===== config.mk =====
export PLATFORM = sky130hd
export DESIGN_NAME = lldma_channel
export DESIGN_NICKNAME = d
export VERILOG_FILES = /design/src/rtl/lldma_pkg.sv /design/src/rtl/lldma_step.sv /design/src/rtl/lldma_regs.sv /design/src/rtl/lldma_engine.sv /design/src/rtl/lldma_channel.sv
export SDC_FILE = /design/constraint.sdc
export NUM_CORES = 1
export LEC_CHECK = 0
export ABC_AREA = 1
export ABC_CLOCK_PERIOD_IN_PS = 3700
export BUFFER_PORTS_ARGS = -buffer_cell sky130_fd_sc_hd__buf_2
export CAP_MARGIN = 10
export CORE_MARGIN = 3
export CORE_UTILIZATION = 48
export DETAILED_ROUTE_END_ITERATION = 10
export PLACE_DENSITY = 0.76
export SYNTH_ARGS = -nofsm -noshare
export SYNTH_HDL_FRONTEND = slang
export SYNTH_HIERARCHICAL = 1
export SYNTH_SLANG_ARGS = --single-unit

===== constraint.sdc =====
create_clock -name clk -period 3.7 [get_ports clk]
set_input_delay 0.37 -clock clk [delete_from_list [all_inputs] [get_ports clk]]
set_output_delay 0.37 -clock clk [all_outputs]
set_load 0.1 [all_outputs]

===== src/rtl/lldma_pkg.sv =====
package lldma_pkg;
  localparam int RA_W  = 3;
  localparam int CNT_W = 11;

  localparam logic [RA_W-1:0] REG_GLB = 3'd0;
  localparam logic [RA_W-1:0] REG_SRC = 3'd1;
  localparam logic [RA_W-1:0] REG_DST = 3'd2;
  localparam logic [RA_W-1:0] REG_NXT = 3'd3;
  localparam logic [RA_W-1:0] REG_CTL = 3'd4;
  localparam logic [RA_W-1:0] REG_CFG = 3'd5;

  localparam int CTL_TC   = 31;
  localparam int CTL_DINC = 27;
  localparam int CTL_SINC = 26;
  localparam int CTL_DW_L = 21;
  localparam int CTL_SW_L = 18;
  localparam int CFG_EN   = 0;
  localparam int CFG_BUSY = 17;
  localparam int CFG_HALT = 18;

  typedef enum logic [2:0] {
    ST_IDLE, ST_SCHED, ST_RD, ST_RDW, ST_WR, ST_WRW, ST_FQ, ST_FW
  } lldma_state_e;

  function automatic logic [31:0] width_mask(input logic [1:0] w);
    case (w)
      2'd0:    width_mask = 32'h0000_00FF;
      2'd1:    width_mask = 32'h0000_FFFF;
      default: width_mask = 32'hFFFF_FFFF;
    endcase
  endfunction
endpackage


===== src/rtl/lldma_step.sv =====
module lldma_step #(
  parameter int AW = 32
) (
  input  logic [AW-1:0] addr_i,
  input  logic [1:0]    width_i,
  input  logic          inc_i,
  output logic [AW-1:0] addr_o
);
  assign addr_o = inc_i ? addr_i + (AW'(1) << width_i) : addr_i;
endmodule


===== src/rtl/lldma_regs.sv =====
module lldma_regs
  import lldma_pkg::*;
#(
  parameter int AW = 32
) (
  input  logic             clk,
  input  logic             rst_n,
  input  logic             reg_we,
  input  logic [RA_W-1:0]  reg_addr,
  input  logic [31:0]      reg_wdata,
  output logic [31:0]      reg_rdata,
  input  logic             src_upd,
  input  logic [AW-1:0]    src_nxt,
  input  logic             dst_upd,
  input  logic [AW-1:0]    dst_nxt,
  input  logic             cnt_upd,
  input  logic [CNT_W-1:0] cnt_nxt,
  input  logic             ld_valid,
  input  logic [1:0]       ld_idx,
  input  logic [31:0]      ld_data,
  input  logic             clr_en,
  input  logic             active,
  output logic [AW-1:0]    src_q,
  output logic [AW-1:0]    dst_q,
  output logic [AW-1:0]    nxt_q,
  output logic [CNT_W-1:0] cnt_q,
  output logic [2:0]       sw_q,
  output logic [2:0]       dw_q,
  output logic             sinc_q,
  output logic             dinc_q,
  output logic             tc_q,
  output logic             ch_en,
  output logic             ch_halt,
  output logic             glb_en
);
  logic [31:0] ctl_q;
  logic        wr_glb, wr_src, wr_dst, wr_nxt, wr_ctl, wr_cfg;

  assign wr_glb = reg_we && reg_addr == REG_GLB;
  assign wr_src = reg_we && reg_addr == REG_SRC;
  assign wr_dst = reg_we && reg_addr == REG_DST;
  assign wr_nxt = reg_we && reg_addr == REG_NXT;
  assign wr_ctl = reg_we && reg_addr == REG_CTL;
  assign wr_cfg = reg_we && reg_addr == REG_CFG;

  // Engine updates take priority over software writes in the same cycle.
  always_ff @(posedge clk) begin
    if (!rst_n) begin
      src_q   <= '0;
      dst_q   <= '0;
      nxt_q   <= '0;
      ctl_q   <= '0;
      ch_en   <= 1'b0;
      ch_halt <= 1'b0;
      glb_en  <= 1'b0;
    end else begin
      if (wr_glb) glb_en <= reg_wdata[0];
      if (wr_cfg) begin
        ch_en   <= reg_wdata[CFG_EN];
        ch_halt <= reg_wdata[CFG_HALT];
      end
      if (clr_en) ch_en <= 1'b0;

      if (wr_src) src_q <= reg_wdata[AW-1:0];
      if (src_upd) src_q <= src_nxt;
      if (ld_valid && ld_idx == 2'd0) src_q <= ld_data[AW-1:0];

      if (wr_dst) dst_q <= reg_wdata[AW-1:0];
      if (dst_upd) dst_q <= dst_nxt;
      if (ld_valid && ld_idx == 2'd1) dst_q <= ld_data[AW-1:0];

      if (wr_nxt) nxt_q <= reg_wdata[AW-1:0];
      if (ld_valid && ld_idx == 2'd2) nxt_q <= ld_data[AW-1:0];

      if (wr_ctl) ctl_q <= reg_wdata;
      if (cnt_upd) ctl_q[CNT_W-1:0] <= cnt_nxt;
      if (ld_valid && ld_idx == 2'd3) ctl_q <= ld_data;
    end
  end

  assign cnt_q  = ctl_q[CNT_W-1:0];
  assign sw_q   = ctl_q[CTL_SW_L +: 3];
  assign dw_q   = ctl_q[CTL_DW_L +: 3];
  assign sinc_q = ctl_q[CTL_SINC];
  assign dinc_q = ctl_q[CTL_DINC];
  assign tc_q   = ctl_q[CTL_TC];

  always_comb begin
    reg_rdata = '0;
    case (reg_addr)
      REG_GLB: reg_rdata[0] = glb_en;
      REG_SRC: reg_rdata = 32'(src_q);
      REG_DST: reg_rdata = 32'(dst_q);
      REG_NXT: reg_rdata = 32'(nxt_q);
      REG_CTL: reg_rdata = ctl_q;
      REG_CFG: begin
        reg_rdata[CFG_EN]   = ch_en;
        reg_rdata[CFG_BUSY] = active;
        reg_rdata[CFG_HALT] = ch_halt;
      end
      default: reg_rdata = '0;
    endcase
  end
endmodule


===== src/rtl/lldma_engine.sv =====
module lldma_engine
  import lldma_pkg::*;
#(
  parameter int AW = 32
) (
  input  logic             clk,
  input  logic             rst_n,
  input  logic             ch_en,
  input  logic             ch_halt,
  input  logic             glb_en,
  input  logic [AW-1:0]    src_q,
  input  logic [AW-1:0]    dst_q,
  input  logic [AW-1:0]    nxt_q,
  input  logic [CNT_W-1:0] cnt_q,
  input  logic [2:0]       sw_q,
  input  logic [2:0]       dw_q,
  input  logic             sinc_q,
  input  logic             dinc_q,
  input  logic             tc_q,
  output logic             mem_req_valid,
  input  logic             mem_req_ready,
  output logic             mem_req_write,
  output logic [AW-1:0]    mem_req_addr,
  output logic [1:0]       mem_req_size,
  output logic [31:0]      mem_req_wdata,
  input  logic             mem_rsp_valid,
  input  logic [31:0]      mem_rsp_data,
  input  logic             mem_rsp_err,
  output logic             src_upd,
  output logic [AW-1:0]    src_nxt,
  output logic             dst_upd,
  output logic [AW-1:0]    dst_nxt,
  output logic             cnt_upd,
  output logic [CNT_W-1:0] cnt_nxt,
  output logic             ld_valid,
  output logic [1:0]       ld_idx,
  output logic [31:0]      ld_data,
  output logic             clr_en,
  output logic             active,
  output logic             tc_pulse,
  output logic             err_pulse
);
  lldma_state_e state, nstate;
  logic [31:0]  data_q;
  logic [1:0]   fidx;
  logic [AW-1:0] fbase;
  logic hold, widths_ok;
  logic go_err, go_tc, end_chain, fetch_go, rd_ok, xfer_done;

  assign hold      = ch_halt || !glb_en;
  assign widths_ok = (sw_q <= 3'd2) && (dw_q <= 3'd2);

  lldma_step #(.AW(AW)) u_src_step (
    .addr_i(src_q), .width_i(sw_q[1:0]), .inc_i(sinc_q), .addr_o(src_nxt)
  );
  lldma_step #(.AW(AW)) u_dst_step (
    .addr_i(dst_q), .width_i(dw_q[1:0]), .inc_i(dinc_q), .addr_o(dst_nxt)
  );

  always_comb begin
    nstate    = state;
    go_err    = 1'b0;
    go_tc     = 1'b0;
    end_chain = 1'b0;
    fetch_go  = 1'b0;
    rd_ok     = 1'b0;
    xfer_done = 1'b0;
    ld_valid  = 1'b0;
    unique case (state)
      ST_IDLE:  if (ch_en) nstate = ST_SCHED;
      ST_SCHED: begin
        if (!ch_en) nstate = ST_IDLE;
        else if (!hold) begin
          if (!widths_ok) begin
            go_err = 1'b1;
            nstate = ST_IDLE;
          end else if (cnt_q != '0) begin
            nstate = ST_RD;
          end else begin
            go_tc = tc_q;
            if (nxt_q != '0) begin
              fetch_go = 1'b1;
              nstate   = ST_FQ;
            end else begin
              end_chain = 1'b1;
              nstate    = ST_IDLE;
            end
          end
        end
      end
      ST_RD:  if (mem_req_ready) nstate = ST_RDW;
      ST_RDW: if (mem_rsp_valid) begin
        if (mem_rsp_err) begin
          go_err = 1'b1;
          nstate = ST_IDLE;
        end else begin
          rd_ok  = 1'b1;
          nstate = ST_WR;
        end
      end
      ST_WR:  if (mem_req_ready) nstate = ST_WRW;
      ST_WRW: if (mem_rsp_valid) begin
        if (mem_rsp_err) begin
          go_err = 1'b1;
          nstate = ST_IDLE;
        end else begin
          xfer_done = 1'b1;
          nstate    = ST_SCHED;
        end
      end
      ST_FQ:  if (mem_req_ready) nstate = ST_FW;
      ST_FW:  if (mem_rsp_valid) begin
        if (mem_rsp_err) begin
          go_err = 1'b1;
          nstate = ST_IDLE;
        end else begin
          ld_valid = 1'b1;
          nstate   = (fidx == 2'd3) ? ST_SCHED : ST_FQ;
        end
      end
      default: nstate = ST_IDLE;
    endcase
  end

  always_ff @(posedge clk) begin
    if (!rst_n) begin
      state     <= ST_IDLE;
      data_q    <= '0;
      fidx      <= '0;
      fbase     <= '0;
      tc_pulse  <= 1'b0;
      err_pulse <= 1'b0;
    end else begin
      state     <= nstate;
      tc_pulse  <= go_tc;
      err_pulse <= go_err;
      if (rd_ok) data_q <= mem_rsp_data & width_mask(sw_q[1:0]);
      if (fetch_go) begin
        fbase <= nxt_q;
        fidx  <= '0;
      end else if (ld_valid) begin
        fidx <= fidx + 2'd1;
      end
    end
  end

  assign ld_idx  = fidx;
  assign ld_data = mem_rsp_data;
  assign src_upd = xfer_done;
  assign dst_upd = xfer_done;
  assign cnt_upd = xfer_done;
  assign cnt_nxt = cnt_q - CNT_W'(1);
  assign clr_en  = go_err || end_chain;
  assign active  = (state != ST_IDLE) && !(state == ST_SCHED && hold);

  assign mem_req_valid = (state == ST_RD) || (state == ST_WR) || (state == ST_FQ);
  assign mem_req_write = (state == ST_WR);
  assign mem_req_wdata = data_q & width_mask(dw_q[1:0]);

  always_comb begin
    case (state)
      ST_WR: begin
        mem_req_addr = dst_q;
        mem_req_size = dw_q[1:0];
      end
      ST_FQ: begin
        mem_req_addr = fbase + AW'({fidx, 2'b00});
        mem_req_size = 2'd2;
      end
      default: begin
        mem_req_addr = src_q;
        mem_req_size = sw_q[1:0];
      end
    endcase
  end
endmodule


===== src/rtl/lldma_channel.sv =====
module lldma_channel
  import lldma_pkg::*;
#(
  parameter int AW = 32
) (
  input  logic            clk,
  input  logic            rst_n,
  input  logic            reg_we,
  input  logic [RA_W-1:0] reg_addr,
  input  logic [31:0]     reg_wdata,
  output logic [31:0]     reg_rdata,
  output logic            mem_req_valid,
  input  logic            mem_req_ready,
  output logic            mem_req_write,
  output logic [AW-1:0]   mem_req_addr,
  output logic [1:0]      mem_req_size,
  output logic [31:0]     mem_req_wdata,
  input  logic            mem_rsp_valid,
  input  logic [31:0]     mem_rsp_data,
  input  logic            mem_rsp_err,
  output logic            tc_pulse,
  output logic            err_pulse
);
  logic [AW-1:0]    src_q, dst_q, nxt_q, src_nxt, dst_nxt;
  logic [CNT_W-1:0] cnt_q, cnt_nxt;
  logic [2:0]       sw_q, dw_q;
  logic             sinc_q, dinc_q, tc_q;
  logic             ch_en, ch_halt, glb_en, chan_active;
  logic             src_upd, dst_upd, cnt_upd, ld_valid, clr_en;
  logic [1:0]       ld_idx;
  logic [31:0]      ld_data;

  lldma_regs #(.AW(AW)) u_regs (
    .clk(clk), .rst_n(rst_n),
    .reg_we(reg_we), .reg_addr(reg_addr), .reg_wdata(reg_wdata), .reg_rdata(reg_rdata),
    .src_upd(src_upd), .src_nxt(src_nxt), .dst_upd(dst_upd), .dst_nxt(dst_nxt),
    .cnt_upd(cnt_upd), .cnt_nxt(cnt_nxt),
    .ld_valid(ld_valid), .ld_idx(ld_idx), .ld_data(ld_data),
    .clr_en(clr_en), .active(chan_active),
    .src_q(src_q), .dst_q(dst_q), .nxt_q(nxt_q), .cnt_q(cnt_q),
    .sw_q(sw_q), .dw_q(dw_q), .sinc_q(sinc_q), .dinc_q(dinc_q), .tc_q(tc_q),
    .ch_en(ch_en), .ch_halt(ch_halt), .glb_en(glb_en)
  );

  lldma_engine #(.AW(AW)) u_engine (
    .clk(clk), .rst_n(rst_n),
    .ch_en(ch_en), .ch_halt(ch_halt), .glb_en(glb_en),
    .src_q(src_q), .dst_q(dst_q), .nxt_q(nxt_q), .cnt_q(cnt_q),
    .sw_q(sw_q), .dw_q(dw_q), .sinc_q(sinc_q), .dinc_q(dinc_q), .tc_q(tc_q),
    .mem_req_valid(mem_req_valid), .mem_req_ready(mem_req_ready),
    .mem_req_write(mem_req_write), .mem_req_addr(mem_req_addr),
    .mem_req_size(mem_req_size), .mem_req_wdata(mem_req_wdata),
    .mem_rsp_valid(mem_rsp_valid), .mem_rsp_data(mem_rsp_data), .mem_rsp_err(mem_rsp_err),
    .src_upd(src_upd), .src_nxt(src_nxt), .dst_upd(dst_upd), .dst_nxt(dst_nxt),
    .cnt_upd(cnt_upd), .cnt_nxt(cnt_nxt),
    .ld_valid(ld_valid), .ld_idx(ld_idx), .ld_data(ld_data),
    .clr_en(clr_en), .active(chan_active),
    .tc_pulse(tc_pulse), .err_pulse(err_pulse)
  );
endmodule


## After elaboration in Yosys (flattened, before gate mapping)

Cells that the tools add are included.

| storage, ports and cells | value |
|---|---|
| bits in registers | 202 |
| input bits | 73 |
| output and inout port bits | 102 |
| word-level logic and storage cells | 158 |

| operators by class | value |
|---|---|
| $add $sub $neg | 5 |
| order comparisons | 2 |
| equal/unequal tests | 27 |
| shift-type cells | 2 |
| muxes and demuxes | 63 |
| bitwise operators | 6 |
| reduce and logical (&&, ||, !) cells | 39 |

Operators by type and width:

| kind | number |
|---|---|
| $mux 32 | 14 |
| $pmux 32 s2 | 3 |
| $add 32x32->32 | 2 |
| $and 32x32->32 | 2 |
| $pmux 16 s4 | 1 |
| $shl 1x2->32 const A | 2 |
| $pmux 13 s4 | 1 |
| $mux 3 | 15 |
| $add 32x4->32 | 1 |
| $reduce_bool 32->1 | 1 |
| $pmux 3 s8 | 1 |
| $mux 1 | 23 |
| $eq 3x3->1 const B | 6 |
| $ne 2x2->1 const B | 7 |
| $logic_and 1x1->1 | 13 |
| $eq 3x2->1 const B | 4 |
| $reduce_bool 3->1 | 4 |
| $mux 11 | 1 |
| $reduce_bool 11->1 | 1 |
| $sub 11x1->11 const B | 1 |
| $pmux 2 s5 | 1 |
| $reduce_and 8->1 | 1 |
| $eq 2x1->1 const B | 3 |
| $eq 3x1->1 const B | 2 |
| other kinds (18) | 34 |

## Depth between registers and ports, before layout

Gate-level depths: netlist of run 1.

| logic depth | value |
|---|---|
| depth after elaboration | 9 |
| gate-level depth with buffers | 19 |
| gate-level depth less buffers | 18 |

## Cells and area by module

The synthesis of run 1 kept the hierarchy.

Modules (own cells, without submodules):

| module | times used | cells each | area each (µm²) | sequential area each (µm²) |
|---|---|---|---|---|
| lldma_regs | 1 | 1486 | 8557.0 | 2622.5 |
| lldma_engine | 1 | 836 | 5166.2 | 1421.4 |
| lldma_step (u_engine.u_src_step) | 1 | 231 | 1179.9 | 0.0 |
| lldma_step (u_engine.u_dst_step) | 1 | 222 | 1121.1 | 0.0 |

## Worst setup path after synthesis of run 1

Ideal clock, no wire load.

| path | value |
|---|---|
| kind | register -> output |
| from | register u_engine.state[0] |
| to | output port mem_req_addr[0] |
| data arrival time | 2.709 ns |
| data required time | 3.330 ns |
| setup slack | 0.621 ns |
| stages on the path, launching flop included | 8 |
| path buffers | 2 |
| cells stage by stage | dfxtp_1 > buf_2 > nor2_1 > nand2_1 > inv_1 > buf_1 > nand2_1 > nand3_1 |

| on the way | value |
|---|---|
| cells in the longest elaborated chain, start to end | 2 |
| elaborated cells on any way between the ends | 3 |
| those cells by class | 2 x eq/ne; 1 x mux |

RTL lines:

| item | RTL line | text |
|---|---|---|
| start, declared | lldma_engine.sv:43 | `lldma_state_e state, nstate;` |
| start signal, assigned | lldma_engine.sv:134 | `state <= nstate;` |
| $eq 3x3->1 | - |  |
| named net mem_req_write | lldma_channel.sv:14 | `output logic mem_req_write,` |
| $pmux 32 s2 | lldma_engine.sv:161 | `case (state)` |
| end, declared | lldma_channel.sv:15 | `output logic [AW-1:0] mem_req_addr,` |

The timed path passes the listed nets, and every way through them passes these cells.

## Worst setup path after layout of run 1

| path | value |
|---|---|
| from | register u_engine.state[1] |
| to | output port mem_req_addr[23] |

| on the way | value |
|---|---|
| cells in the longest elaborated chain, start to end | 2 |
| elaborated cells on any way between the ends | 3 |
| those cells by class | 2 x eq/ne; 1 x mux |

RTL lines:

| item | RTL line |
|---|---|
| $eq 3x3->1 | lldma_engine.sv:161 |
| $pmux 32 s2 * | lldma_engine.sv:161 |

Mark *: on every way between the ends. The rest lies on a longest branch, timed or not.

==> results of run 1 <==
-- tightest hold or removal path, delay by kind of cell --
family	cells	cell delay (ns)
buffers and inverters	1	0.12
AOI/OAI and AO/OA	1	0.06
and+or+nand+nor	1	0.08
-- layout by cell type (no fill, tap or decap), types with 2 or more instances in the layout --
master,count
buf_4,53
xor2_1,21
ha_1,14
nand3_2,6
clkbuf_16,25
buf_12,18
clkinvlp_4,2
nand2_2,8
nor3_1,20
fa_1,3
o2111ai_1,29
o22ai_1,2
nor2_1,450
inv_2,8
or2_2,9
nand3_1,167
nor2_4,9
nand2_1,786
a211oi_1,9
a21oi_2,2
a21oi_1,36
clkbuf_8,8
nand4_1,93
bufinv_16,2
xnor2_1,30
o21bai_1,5
o21ai_1,35
a22o_1,3
inv_4,2
and2_1,2
nor2_2,45
clkinv_2,4
buf_2,156
inv_1,282
nand3b_1,24
o21ai_0,243
o211ai_1,5
dfxtp_1,202
-- final cells by class --
class                   instances  area share, %
repair buffers                229          8.808
multi-input cells            2067          54.52
clock inverters                 9         0.6022
flip-flops and latches        202          22.63
inverters                     294          6.211
clock buffers                  34          4.138
well taps                     442          3.095
-- metal layers --
layer / part of all wire (%) / global-route usage (%)
met1: 39 / 52.16
met4: 6.9 / 22.00
met2: 41 / 59.92
met3: 13 / 9.377
met5: 0.0095 / 0
-- sequential cells by signal, summed over array words and instances, names as in the netlist --
signal / count
u_engine/data_q: 32
u_engine/err_pulse: 1
u_engine/fbase: 32
u_engine/ld_idx: 2
u_engine/state: 3
u_engine/tc_pulse: 1
u_regs/ch_en: 1
u_regs/ch_halt: 1
u_regs/ctl_q: 32
u_regs/dst_q: 32
u_regs/glb_en: 1
u_regs/nxt_q: 32
u_regs/src_q: 32
-- logic make-up after synthesis --
| group | count (synthesis) |
|---|---|
| compound gates | 374 |
| xor+xnor | 51 |
| fa+ha+maj | 17 |
| buf+inv | 506 |
| flops | 202 |
| simple gates | 1625 |
-- worst paths after layout --
path                       startpoint             endpoint  slack (ns)  cells after the start
setup / recovery    u_engine/state[1]     mem_req_addr[23]        0.16                      7
hold / removal       mem_rsp_data[29]  u_engine/data_q[29]        0.13                      3
setup reg to reg    u_engine/state[0]      u_regs/dst_q[5]        0.58                     12
hold reg to reg   u_engine/data_q[13]  u_engine/data_q[13]        0.47                      2
-- timing repair --
action | in CTS | in global routing
resized for setup | 0 | 2
setup endpoints to repair | 0 | 2
hold endpoints to repair | 0 | 0
-- power groups by stage --
stage                     registers (mW)  logic (mW)  clock network (mW)
after global routing                2.34       0.934                2.67
after global placement              2.38       0.845                   0
after CTS                           2.33       0.856                2.58
after detailed placement            2.38       0.852                   0
after floorplan                     2.32       0.604                   0
final                               2.34       0.880                2.58
==> impl_metrics.toml, run 1 <==
[synthesis]
synth_mux_area_share_pct = 0
synthSimpleGateAreaFrac_pct = 43.52
synth-xor-area-share_pct = 2.788
synth_cells = 2775
ys.flop_type = "dfxtp_1"
syn_nets = 2865
synth_edf_count = 0
ys_types = 48
yosysMostFrequentCell = "nand2_1"
ys.warnings.count = 6
synth_compound_area_share_pct = 12.86
synth_common_cells = "nand2_1 (787), nor2_1 (451), inv_1 (282)"
synth_seq_area_share_pct = 25.24
synth_top_family_by_area = "simple AND/OR/NAND/NOR gates"
async_flop_share_pct = 0
synth_fa_ha_area_share_pct = 1.468
synth_area_leaders = "dfxtp_1 (25%), nand2_1 (18%), nor2_1 (11%)"
synth_area_sq_um = 16020
yosysTopAreaCellShare_pct = 25.24
synth_top_area_cell = "dfxtp_1"
ys_ff_latch = 202
syn_area_per_cell_sq_um = 5.774

[grt]
grt_pass1_vias = 17792
overflow = 0
antenna_found_initial = 2
grt_pass1_wl_um = 108900
grtUsageTotal_pct = 39.68
grt_max_degree = 151

[critical_path]
crit_path_max_fanout = 25
crit_path_cell_trace = "inv_1, nor2_1, nand2_1, clkinv_2, nand3_1, nand3_1, buf_2"
max_stage_delay_ns = 0.49
criticalPathCategory = "register to output port"
worst_setup_path_end_kind = "output port"
worst-path-buf-inv = 3
slowest_stage = "dfxtp_1"
cp_common_cell = "nand3_1"
critPathLaunchType = "register"
critPathArrivalTime_ns = 3.17
crit_family = "buffers and inverters"
critPathRequiredTime_ns = 3.33

[drt]
antenna_left = 0
viasPerCell = 5.863
drc = 0
dr.pass1.iters = 8
routed_wl_um = 73390
dr_total_vias = 19214
drtIter0Drc = 2730
routedWlPerCell_um = 22.40

[power_and_ir_drop]
total_power_mw = 5.798
powerDensity_nw_per_um2 = 324.5
p_int_mw = 3.987
vdd_drop_max_v = 0.0003150
switching_share_pct = 31.23
pwr-share-seq_pct = 40.3
switching_power_mw = 1.811
power.leakage_nw = 8.564
power.share.clock_pct = 44.5
p_comb_share_pct = 15.2

[sta]
setup_ws_ns = 0.1649
finalHoldViolations = 0
rsz0062_at_grt = "no"
fmax_mhz = 282.9
holdWs_ns = 0.1322
fin_tns_setup_ns = 0
finClkSkew_ns = 0.01051
relSlewSlack_pct = 12.31
slew_viol_final = 0
timing.final.crit_period_ns = 3.535
period_share_pct = 95.54
setup_violations = 0
tightest_slew_ns = 1.315

[cells_and_area]
utilization_pct = 54.64
antennaDiodeCount = 0
regArea_sq_um = 4044
drive_gt1_share_pct = 12.95
fill_cells = 3434
syn_to_final_growth_pct = 11.52
multi_input_area_sq_um = 9742
final_area_sq_um = 17870
layout.cells.non_filler = 3277
nets = 2909

[floorplanning]
die_w_um = 188.7
die_area_sq_um = 35610
start_util_pct = 49.00
top_level_ports = 175
die_h_um = 188.7
core-area_sq_um = 32700
row_count = 66

[place]
dp.final_hpwl_um = 55270
place_area_sq_um = 17020
gp_congestion = 1.037
portBuffers = 174
post-place-ws_ns = 0.7090
dp_cells = 3234

[clock_network]
clock_latency_ns = 0.54
cts_setup_buffers = 0
cts_tree = "yes"
root_buffer = "clkbuf_16"
htreeDepth = 1
clock_tree.buffer_depth = 3
cts.sinks = 202
cts_buffers = 25
hold_buffers = 0
clk_pin_slew_ns = 0.06

[outcome]
outcome = "finished, final reports clean"

[hold_path]
hold_path.class = "input port to register"

[flow_run]
cap_violations = 0
(Power assumes the default switching activity.)
==> inputs of run 2 (changes only) <==
--- a/config.mk
+++ b/config.mk
@@ -13,6 +13,7 @@
 export CORE_UTILIZATION = 48
 export DETAILED_ROUTE_END_ITERATION = 10
 export PLACE_DENSITY = 0.76
+export RECOVER_POWER = 25
 export SYNTH_ARGS = -nofsm -noshare
 export SYNTH_HDL_FRONTEND = slang
 export SYNTH_HIERARCHICAL = 1
==> run 2 against run 1 <==
Critical endpoint unchanged. Highest routed layer unchanged. Register-to-register slack lost 0.30 ns. Clock skew grew 0.0044 ns. Utilization shrank 0.24 points. Worst setup slack gained 0.026 ns. Combinational power is essentially flat. Final area shrank 0.43%. Worst hold slack is essentially flat. Die area is the same.
==> impl_metrics.toml, run 2 (synthesized netlist as in run 1, its figures left out) <==
[critical_path]
critPathLaunchType = "register"
worst_setup_path_end_kind = "output port"
reg2reg_from = "u_engine/ld_idx[1]"
crit_end = "mem_req_addr[23]"
r2r_setup_slack_ns = 0.28
crit_path_max_fanout = 25
slowest_stage = "dfxtp_1"
r2r_end = "u_regs/src_q[31]"
crit_family = "buffers and inverters"
reg2reg_depth = 7
worst-path-buf-inv = 3
critical_path_depth = 7
cp_common_cell = "nand3_1"
criticalPathCategory = "register to output port"
cp-startpoint = "u_engine/state[1]"
max_stage_delay_ns = 0.48
critPathRequiredTime_ns = 3.33
crit_path_cell_trace = "inv_1, nor2_1, nand2_1, clkinv_2, nand3_1, nand3_1, buf_2"
critPathArrivalTime_ns = 3.14

[drt]
wl_met3_um = 9226
routedWlPerCell_um = 22.46
antenna_left = 0
highest_layer = "met5"
dr_total_vias = 19329
drtIter0Drc = 2865
met1_length_um = 28740
dr.pass1.iters = 8
wl_met2_um = 30600
routed_wl_um = 73610
viasPerCell = 5.898
drc = 0

[sta]
finClkSkew_ns = 0.01491
tightest_slew_ns = 1.464
slew_viol_final = 0
finalHoldViolations = 0
period_share_pct = 94.85
rsz0062_at_grt = "no"
timing.final.crit_period_ns = 3.509
setup_violations = 0
relSlewSlack_pct = 2.271
fmax_mhz = 285.0
fin_tns_setup_ns = 0

[grt]
grt_max_degree = 151
grt_pass1_vias = 17792
antenna_found_initial = 2
grtUsageTotal_pct = 39.68
grt_pass1_wl_um = 108900
overflow = 0

[power_and_ir_drop]
power.leakage_nw = 8.404
vdd_drop_max_v = 0.0003122
powerDensity_nw_per_um2 = 326.0

[cells_and_area]
layout.cells.non_filler = 3277
antennaDiodeCount = 0
nets = 2909
final_common_cell = "nand2_1"
syn_to_final_growth_pct = 11.03
layout_common_cells = "nand2_1 (786), nor2_1 (452), inv_1 (283)"
drive_gt1_share_pct = 11.53

[place]
portBuffers = 174
dp_cells = 3234
gp_congestion = 1.037
dp.final_hpwl_um = 55270

[clock_network]
root_buffer = "clkbuf_16"
cts_buffers = 25
cts.sinks = 202
cts_tree = "yes"
htreeDepth = 1
clock_latency_ns = 0.54
clock_tree.buffer_depth = 3
clk_pin_slew_ns = 0.06

[floorplanning]
row_count = 66
die_area_sq_um = 35610
start_util_pct = 49.00
die_w_um = 188.7
top_level_ports = 175
die_h_um = 188.7
core-area_sq_um = 32700

[flow_run]
cap_violations = 0

[hold_path]
hold_path.class = "input port to register"

[outcome]
outcome = "finished, final reports clean"
==> run 2: changes by cell type in the layout (fill, tap and decap cells not counted) <==
cell / before / now
clkbuf_2: 0 / 2
buf_4: 53 / 49
nand3_4: 1 / 0
buf_2: 156 / 122
clkbuf_1: 1 / 37
nor2_1: 450 / 452
nor2_2: 45 / 44
inv_2: 8 / 7
nand3_1: 167 / 168
nor2_4: 9 / 8
inv_1: 282 / 283
==> run 2: cell type report <==
type	count	area, sq um
fill	3461	14910
multi-input combinational	2067	9719
sequential	202	4044
timing repair buffer	229	1519
inverter	294	1110
clock buffer	34	739.5
tap	442	553.0
clock inverter	9	107.6
==> run 2: power breakdown <==
group | total [mW] | internal (mW) | switching, mW
clock network | 2.58 | 1.53 | 1.05
logic | 0.878 | 0.228 | 0.650
registers | 2.34 | 2.23 | 0.112
total | 5.80 | 3.99 | 1.82
==> run 2: metrics by stage <==
step	hold slack, ns	instance area (sq um)	worst slack, ns	utilization, %	power (mW)
2_1_floorplan	0.4346	16020	0.6210	-	2.928
3_3_place_gp	0.4484	16990	0.7573	51.96	3.225
3_5_place_dp	0.4588	17020	0.7090	52.04	3.234
4_1_cts	0.1239	17870	0.1796	54.63	5.773
5_1_grt	0.1477	17790	0.06483	54.41	5.943
6_report	0.1322	17790	0.1906	54.41	5.801
==> run 2: worst min-delay path by stage <==
stage                              startpoint             endpoint  slack, ns  cells after the start
after floorplan              u_regs/ctl_q[31]    u_engine/tc_pulse       0.43                      2
after global placement    u_engine/data_q[13]  u_engine/data_q[13]       0.45                      2
after detailed placement  u_engine/data_q[12]  u_engine/data_q[12]       0.46                      2
after CTS                    mem_rsp_data[19]  u_engine/data_q[19]       0.12                      3
after global routing         mem_rsp_data[24]  u_engine/data_q[24]       0.15                      3
final                        mem_rsp_data[29]  u_engine/data_q[29]       0.13                      3
==> run 2: worst min-delay path, cell delays in order <==
cell and delay [ns]:
buf_2 0.12, nand3_1 0.08, a21oi_1 0.06
==> run 2: metal layers <==
metal / vias up / track usage (%)
met5: - / 0
met1: 8856 / 52.16
met4: 2 / 22.00
met2: 1336 / 59.92
met3: 265 / 9.377
li1: 8870 / -
==> run 2: timing repair <==
| action | in CTS | in global routing |
|---|---|---|
| setup buffers | 0 | 0 |
| setup endpoints to repair | 0 | 2 |
| gates resized for setup | 0 | 2 |
| hold buffers | 0 | 0 |
